--- config.mk ---
export PLATFORM = sky130hd
export DESIGN_NAME = pe_res_sel
export DESIGN_NICKNAME = d
export VERILOG_FILES = /design/src/rtl/pe_res_pkg.sv /design/src/rtl/pe_sync.sv /design/src/rtl/pe_det_div.sv /design/src/rtl/pe_width_meas.sv /design/src/rtl/pe_res_sel.sv
export SDC_FILE = /design/constraint.sdc
export NUM_CORES = 1
export LEC_CHECK = 0
export BUFFER_PORTS_ARGS = -buffer_cell sky130_fd_sc_hd__buf_2
export CORE_MARGIN = 3
export CORE_UTILIZATION = 45
export CTS_BUF_LIST = sky130_fd_sc_hd__clkbuf_4 sky130_fd_sc_hd__clkbuf_8
export CTS_CLUSTER_DIAMETER = 80
export DETAILED_ROUTE_END_ITERATION = 8
export GPL_TIMING_DRIVEN = 1
export PLACE_DENSITY_LB_ADDON = 0.2
export REMOVE_ABC_BUFFERS = 1
export SYNTH_ARGS = -nofsm -noshare
export SYNTH_HDL_FRONTEND = slang
export SYNTH_SLANG_ARGS = --single-unit
--- constraint.sdc ---
create_clock -name clk_i -period 2.29 [get_ports clk_i]
set_input_delay 0.458 -clock clk_i [delete_from_list [all_inputs] [get_ports clk_i]]
set_output_delay 0.458 -clock clk_i [all_outputs]
set_load 0.005 [all_outputs]
--- src/rtl/pe_res_pkg.sv ---
package pe_res_pkg;
  localparam int unsigned CODE_W = 2;
  typedef logic [CODE_W-1:0] code_t;
  localparam code_t RES_100K = 2'd0;
  localparam code_t RES_50K  = 2'd1;
  localparam code_t RES_5K   = 2'd2;
  localparam code_t RES_0K   = 2'd3;
endpackage

--- src/rtl/pe_sync.sv ---
module pe_sync #(
  parameter int unsigned STAGES = 2
) (
  input  logic clk_i,
  input  logic rst_ni,
  input  logic d_i,
  output logic q_o
);
  logic [STAGES-1:0] sr_q;

  always_ff @(posedge clk_i or negedge rst_ni) begin
    if (!rst_ni) sr_q <= '0;
    else         sr_q <= {sr_q[STAGES-2:0], d_i};
  end

  assign q_o = sr_q[STAGES-1];

  // synchronized pulse rises only after the input was high STAGES edges earlier
  p_sync_lat_r11: assert property (@(posedge clk_i) disable iff (!rst_ni)
    $rose(q_o) |-> $past(d_i, STAGES));
endmodule

--- src/rtl/pe_det_div.sv ---
module pe_det_div #(
  parameter int unsigned SEL_W = 2,
  localparam int unsigned DIV_W = 1 << SEL_W
) (
  input  logic             clk_i,
  input  logic             rst_ni,
  input  logic             en_i,
  input  logic             restart_i,
  input  logic [SEL_W-1:0] sel_i,
  output logic             tick_o
);
  logic [DIV_W-1:0] div_q;
  logic [DIV_W-1:0] lim;

  // ratio is 2 << sel; last count of the period is ratio-1
  assign lim    = DIV_W'((32'd2 << sel_i) - 32'd1);
  assign tick_o = (div_q == lim);

  always_ff @(posedge clk_i or negedge rst_ni) begin
    if (!rst_ni)                 div_q <= '0;
    else if (!en_i || restart_i) div_q <= '0;
    else if (tick_o)             div_q <= '0;
    else                         div_q <= div_q + 1'b1;
  end

  // ratio is at least 2, so ticks never come back to back
  p_tick_gap_r3: assert property (@(posedge clk_i) disable iff (!rst_ni)
    tick_o |=> !tick_o);
endmodule

--- src/rtl/pe_width_meas.sv ---
module pe_width_meas
  import pe_res_pkg::*;
(
  input  logic  clk_i,
  input  logic  rst_ni,
  input  logic  en_i,
  input  logic  clr_i,
  input  logic  perr_s_i,
  input  logic  tick_i,
  output logic  rise_o,
  output code_t code_o
);
  localparam code_t CNT_MAX = RES_0K;

  logic  perr_q;
  code_t cnt_q, cnt_nxt, code_q;
  logic  fall, cnt_inc;

  assign rise_o  = perr_s_i & ~perr_q;
  assign fall    = ~perr_s_i & perr_q;
  // count ticks over the synchronized pulse, including its last cycle
  assign cnt_inc = perr_q & tick_i & (cnt_q != CNT_MAX);
  assign cnt_nxt = cnt_q + code_t'(cnt_inc);

  always_ff @(posedge clk_i or negedge rst_ni) begin
    if (!rst_ni) begin
      perr_q <= 1'b0;
      cnt_q  <= RES_100K;
      code_q <= RES_100K;
    end else if (!en_i) begin
      perr_q <= 1'b0;
      cnt_q  <= RES_100K;
      code_q <= RES_100K;
    end else begin
      perr_q <= perr_s_i;
      if (rise_o || clr_i) cnt_q <= RES_100K;
      else                 cnt_q <= cnt_nxt;
      if (fall)            code_q <= clr_i ? RES_100K : cnt_nxt;
    end
  end

  assign code_o = code_q;

  // code moves only when a pulse ends
  p_code_hold_r5: assert property (@(posedge clk_i) disable iff (!rst_ni)
    (en_i && !fall) |=> $stable(code_q));
  // saturated count stays saturated during a pulse
  p_no_overflow_r4: assert property (@(posedge clk_i) disable iff (!rst_ni)
    (en_i && !rise_o && !clr_i && cnt_q == CNT_MAX) |=> (cnt_q == CNT_MAX));
  // disabled measurement forces the highest resistance
  p_dis_clear_r9: assert property (@(posedge clk_i) disable iff (!rst_ni)
    !en_i |=> (code_q == RES_100K));
endmodule

--- src/rtl/pe_res_sel.sv ---
module pe_res_sel
  import pe_res_pkg::*;
#(
  parameter int unsigned SEL_W       = 2,
  parameter int unsigned SYNC_STAGES = 2
) (
  input  logic             clk_i,
  input  logic             rst_ni,
  input  logic             perr_i,
  input  logic             meas_en_i,
  input  logic             auto_i,
  input  logic [SEL_W-1:0] clk_sel_i,
  input  logic [1:0]       fixed_res_i,
  input  logic             pulse_mode_i,
  input  logic             cmp_mode_i,
  output logic [1:0]       res_code_o
);
  logic             perr_s, rise, tick, sel_chg, auto_path;
  logic [SEL_W-1:0] sel_q;
  code_t            meas_code;

  always_ff @(posedge clk_i or negedge rst_ni) begin
    if (!rst_ni) sel_q <= '0;
    else         sel_q <= clk_sel_i;
  end
  assign sel_chg = (clk_sel_i != sel_q);

  pe_sync #(.STAGES(SYNC_STAGES)) u_sync (
    .clk_i (clk_i), .rst_ni(rst_ni), .d_i(perr_i), .q_o(perr_s)
  );

  pe_det_div #(.SEL_W(SEL_W)) u_div (
    .clk_i    (clk_i),
    .rst_ni   (rst_ni),
    .en_i     (meas_en_i),
    .restart_i(rise | sel_chg),
    .sel_i    (clk_sel_i),
    .tick_o   (tick)
  );

  pe_width_meas u_meas (
    .clk_i   (clk_i),
    .rst_ni  (rst_ni),
    .en_i    (meas_en_i),
    .clr_i   (sel_chg),
    .perr_s_i(perr_s),
    .tick_i  (tick),
    .rise_o  (rise),
    .code_o  (meas_code)
  );

  // pulse-output mode wins; auto only in comparator output mode
  assign auto_path  = auto_i & cmp_mode_i & ~pulse_mode_i;
  assign res_code_o = auto_path ? meas_code : fixed_res_i;

  // pulse-output mode always yields the fixed setting
  p_pulse_prio_r7: assert property (@(posedge clk_i) disable iff (!rst_ni)
    pulse_mode_i |-> (res_code_o == fixed_res_i));
  // non-comparator output mode yields the fixed setting
  p_cmp_only_r8: assert property (@(posedge clk_i) disable iff (!rst_ni)
    !cmp_mode_i |-> (res_code_o == fixed_res_i));
endmodule

# Word level (Yosys, flattened, before mapping)
# Index checks and enable logic that the tools add are counted.
[totals]
output_inout_bits = 2
wordCells = 36
ff_bits = 13
[op_classes]
eq_ne = 4
n_bitwise = 10
add_sub_neg = 3
reduce_logical = 3
mux = 9
shifts = 1
[ops]
columns = ["operator", "n"]
rows = [
  ["two-way mux 2 bit", 6],
  ["two-way mux 4 bit", 2],
  ["bitwise AND 1 bit", 6],
  ["adder 4 x 1 -> 4 bit, second input constant", 1],
  ["equality test 4 bit", 1],
  ["<< shifter 2 x 2 -> 4 bit, first input constant", 1],
  ["subtractor 4 x 1 -> 4 bit, second input constant", 1],
  ["inverter 1 bit", 3],
  ["adder 2 x 1 -> 2 bit", 1],
  ["logical OR 1 bit", 2],
  ["!= test 2 x 1 -> 1 bit, second input constant", 1],
  ["!= test 2 bit", 1],
  ["!= test 2 bit, second input constant", 1],
  ["logical NOT 1 bit", 1],
  ["two-way mux 1 bit", 1],
  ["bitwise OR 1 bit", 1],
]

# Longest topological paths before layout
[depth]
word_depth = 9
depth_mapped = 7
depth_no_buf = 7

# Modules after synthesis
# Synthesis repeated with hierarchy kept, for this count alone.
[hier_totals]
hier_cells = 53
area_unflattened_um2 = 651.9
[modules_own_cells]
columns = ["mod", "cells_each", "n_inst", "area_each_um2"]
rows = [
  ["pe_det_div", 22, 1, 239.0],
  ["pe_width_meas", 20, 1, 234.0],
  ["pe_res_sel", 9, 1, 128.9],
  ["pe_sync", 2, 1, 50.0],
]

# Least setup slack after synthesis
# OpenSTA, ideal clock, no wires.
[synth_timing]
kind = "input port to flip-flop"
from = "in clk_sel_i[1]"
to = "reg u_meas.code_q[1], in the netlist u_meas.code_o[1]"
slack_ns = 0.503
setup_time_ns = 0.095
arrival_ns = 1.692
cell_stages = 7
required_time_ns = 2.195
n_path_buf = 0
path_cell_list = "or3_4 -> nor3_2 -> o31a_4 -> and3_1 -> ha_1 -> xnor2_1 -> o31ai_1"
[synth_between]
elab_chain_len = 9
elab_cells_between_ends = 10
[synth_rtl]
columns = ["element", "line_no", "text"]
rows = [
  ["start, declared", "pe_res_sel.sv:12", "input logic [SEL_W-1:0] clk_sel_i,"],
  ["<< shifter 2 x 2 -> 4 bit", "pe_det_div.sv:16", "assign lim = DIV_W'((32'd2 << sel_i) - 32'd1);"],
  ["subtractor 4 x 1 -> 4 bit", "pe_det_div.sv:16", ""],
  ["equality test 4 bit", "pe_det_div.sv:17", "assign tick_o = (div_q == lim);"],
  ["bitwise AND 1 bit (2 in a row)", "pe_width_meas.sv:22", "assign cnt_inc = perr_q & tick_i & (cnt_q != CNT_MAX);"],
  ["adder 2 x 1 -> 2 bit", "pe_width_meas.sv:23", "assign cnt_nxt = cnt_q + code_t'(cnt_inc);"],
  ["two-way mux 2 bit * (2 in a row)", "pe_width_meas.sv:38", "if (fall) code_q <= clr_i ? RES_100K : cnt_nxt;"],
  ["two-way mux 2 bit *", "pe_width_meas.sv:30", "end else if (!en_i) begin"],
  ["end signal, assigned", "pe_width_meas.sv:38", ""],
  ["end, declared", "pe_width_meas.sv:16", "code_t cnt_q, cnt_nxt, code_q;"],
]
# Mark *: on every way between the ends. The rest lies on a longest branch, timed or not. The select of a mux whose other input is x is not followed.
# A chain may end at the register's enable or synchronous reset.

# Final worst setup path
[layout_timing]
from = "reg u_div.div_q[2]"
to = "reg u_meas.code_q[1], in the netlist u_meas.code_o[1]"
[layout_between]
elab_chain_len = 7
[layout_rtl]
columns = ["element", "line_no", "text"]
rows = [
  ["start, declared", "pe_det_div.sv:12", "logic [DIV_W-1:0] div_q;"],
  ["start signal, assigned", "pe_det_div.sv:23", "else div_q <= div_q + 1'b1;"],
  ["equality test 4 bit", "pe_det_div.sv:17", ""],
  ["bitwise AND 1 bit (2 in a row)", "pe_width_meas.sv:22", ""],
  ["adder 2 x 1 -> 2 bit", "pe_width_meas.sv:23", ""],
  ["two-way mux 2 bit (2 in a row)", "pe_width_meas.sv:38", ""],
  ["two-way mux 2 bit", "pe_width_meas.sv:30", ""],
]
# Every way passes these cells. The select of a mux whose other input is x is not followed.

==> impl_metrics.toml <==
[outcome]
status = "complete, no violations"

[sta]
post-route-period-util_pct = 80.41
relSlewSlack_pct = 66.14
fin_tns_setup_ns = 0
max_freq_mhz = 543.1
hold_viol = 0
worst_slew_pin_slew_ns = 0.5057
fin_crit_ns = 1.841
setup_violations = 0
maxSlewViolCount = 0
finClkSkew_ns = 0.005307
rsz0062_at_grt = "no"

[clock_network]
cts_root_buffer = "clkbuf_4"
cts_tree = "done"
cts_hold_buf = 0
cts_setup_buffers = 0
insertion_delay_ns = 0.28
cts.sinks = 13
post_cts_resize_count = 0
clockBufferDepth = 2
cts_made_buffers = 3
htreeDepth = 1
clkSlewWorstSetupHoldPaths_ns = 0.08

[place]
dp.final_hpwl_microns = 791.5
dpl-instance-area_sq_um = 678.2
portBuffers = 12
place.gp.congestion = 0.7148

[min_path]
hp-class = "input pin to asynchronous set/reset pin"

[critical_path]
timing.rr.start = "u_div.div_q[2]"
cp-end-kind = "register"
r2r_setup_slack_ns = 0.45
cp.required_ns = 2.48
critPathCapture = "u_meas.code_o[1]"
criticalPathCategory = "register to register"
cp_slowest_stage_delay_ns = 0.44
crit_buf_inv = 0
crit_family = "simple AND/OR/NAND/NOR gates"
cp-startpoint = "u_div.div_q[2]"
slowest_stage = "dfrtp_1"
r2r-end = "u_meas.code_o[1]"
crit_chain = "or3_4 > a21oi_2 > o31a_4 > and3_1 > ha_1 > xnor2_1 > o31ai_1"
crit_path_start_kind = "register"
crit_cells = 7
arrival_ns = 2.03
critPathMaxFanout = 5
reg2reg_depth = 7

[floorplan]
die_w_microns = 42.53
die_area_sq_mm = 0.001809
start_util_pct = 51.28
ios = 13
die-height_microns = 42.53
core_sq_mm = 0.001171
std_cell_rows = 12

[routing]
postRouteAntennaNets = 0
drc = 0
first_iter_violations = 11
dr.pass1.iters = 5
routed_wl_mm = 1.011
vias_per_cell = 5.358
num_vias = 434
routedWlPerCell_microns = 12.48

[logic_synthesis]
syn_area_sq_um = 600.6
synth_enable_flop_cells = 0
synth_top_area_share_pct = 54.17
async_reset_ff_share_pct = 100.0
yosysSeqAreaShare_pct = 54.17
ys.flop_type = "dfrtp_1"
yosysTopAreaCell = "dfrtp_1"
yosysMostFrequentCell = "dfrtp_1"
synth_top_cells_by_count = "13 x dfrtp_1, 6 x nand2_1, 4 x nor2_1"
synth_cell_types = 22
synth_warnings = 0
synth-seq-cells = 13
synth_cells = 51
synth_area_leaders = "dfrtp_1 54%, xor2_1 4.4%, ha_1 4.2%, mux2_2 3.8%, nand2_1 3.8%"
syn_area_per_cell_sq_um = 11.78

[power_and_ir_drop]
p_leak_uw = 0.0003280
report.power.total_uw = 428.5
ir_worst_vdd_v = 0.0004388
cellPowerDensity_mw_per_mm2 = 605.1

[finish]
antenna_cells = 0
syn_to_final_growth_pct = 17.92
final_layout_size_suffix_gt1_share_pct = 34.33
final_cell_area_sq_um = 708.2
fin_nets = 81

[grt]
grt_pass1_wl_mm = 1.690
met3_usage_pct = 3.433
grt_pass1_vias = 391
grtUsageMet1_pct = 14.59
top_usage_layer = "met2"
antenna_found_initial = 0
grt_use_met2_pct = 20.36
overflow = 0
grt_max_degree = 14
track_usage_pct = 13.36

[job]
maxCapViolCount = 0
## layout make-up
| cell class | instances | area (sq um) |
|---|---|---|
| fill | 104 | 462.9 |
| sequential | 13 | 325.3 |
| multi-input combinational | 36 | 267.8 |
| timing repair buffer | 12 | 60.06 |
| clock buffer | 4 | 30.03 |
| tap | 14 | 17.52 |
| inverter | 2 | 7.507 |
## worst reg2reg max path, stage by stage (launching register included)
cell and delay (ns):
dfrtp_1 0.44, or3_4 0.40, a21oi_2 0.14, o31a_4 0.17, and3_1 0.15, ha_1 0.15, xnor2_1 0.08, o31ai_1 0.22
## registers in the layout (all words and copies together), names as in the netlist
name / count
u_meas.code_o: 2
sel_q: 2
u_meas.cnt_q: 2
u_meas.perr_q: 1
u_div.div_q: 4
u_sync.sr_q: 2
## placed cells by master, fill, tap and decap left out, drive strengths merged
cell type	synthesis	routed
dfrtp	13	13
nor2	4	4
nor3	3	3
mux2	2	2
nand2	6	6
and2	1	1
ha	2	2
nor3b	1	1
or3	1	1
buf	0	12
nand3	2	2
nor4b	1	1
o31ai	2	2
a21oi	1	1
inv	2	2
nand3b	1	1
xor2	3	3
clkbuf	0	4
a21boi	1	1
o31a	1	1
o211ai	1	1
and3	1	1
xnor2	2	2
## power breakdown
group,switching (uW),internal [uW]
sequential,3.62,235
clock,74.7,79.5
combinational,19.0,16.9
total,97.2,331
## through the flow
stage / hold WS (ns) / setup slack (ns) / std cells / util [%]
CTS: 0.04685 / 0.4189 / 81 / 60.47
floorplan: 0.1624 / 0.5028 / 51 / -
global route: 0.05227 / 0.3279 / 81 / 60.47
global placement: 0.3359 / 0.3103 / 77 / 57.91
finish: 0.03887 / 0.4487 / 81 / 60.47
detailed placement: 0.3471 / 0.2577 / 77 / 57.91
## logic make-up after synthesis
family / after synthesis / share of synthesized area [%]
AOI/OAI and AO/OA: 6 / 9.376
xor gates and xnor gates: 5 / 7.293
adders and majority gates: 2 / 4.166
buffers and inverters: 2 / 1.250
DFF: 13 / 54.17
muxes: 2 / 3.750
and+or+nand+nor: 21 / 20.00
## metal layers
metal	wire [microns]	vias up
met3	71	5
li1	-	208
met4	38	0
met2	502	15
met1	398	206
met5	0	-
## worst min path at each step
stage                                end
after CTS                       sel_q[1]
after detailed placement        sel_q[1]
after global routing            sel_q[0]
after floorplan                 sel_q[0]
final                           sel_q[1]
after global placement    u_sync.sr_q[1]
No activity file was read; power rests on OpenSTA's default activity.
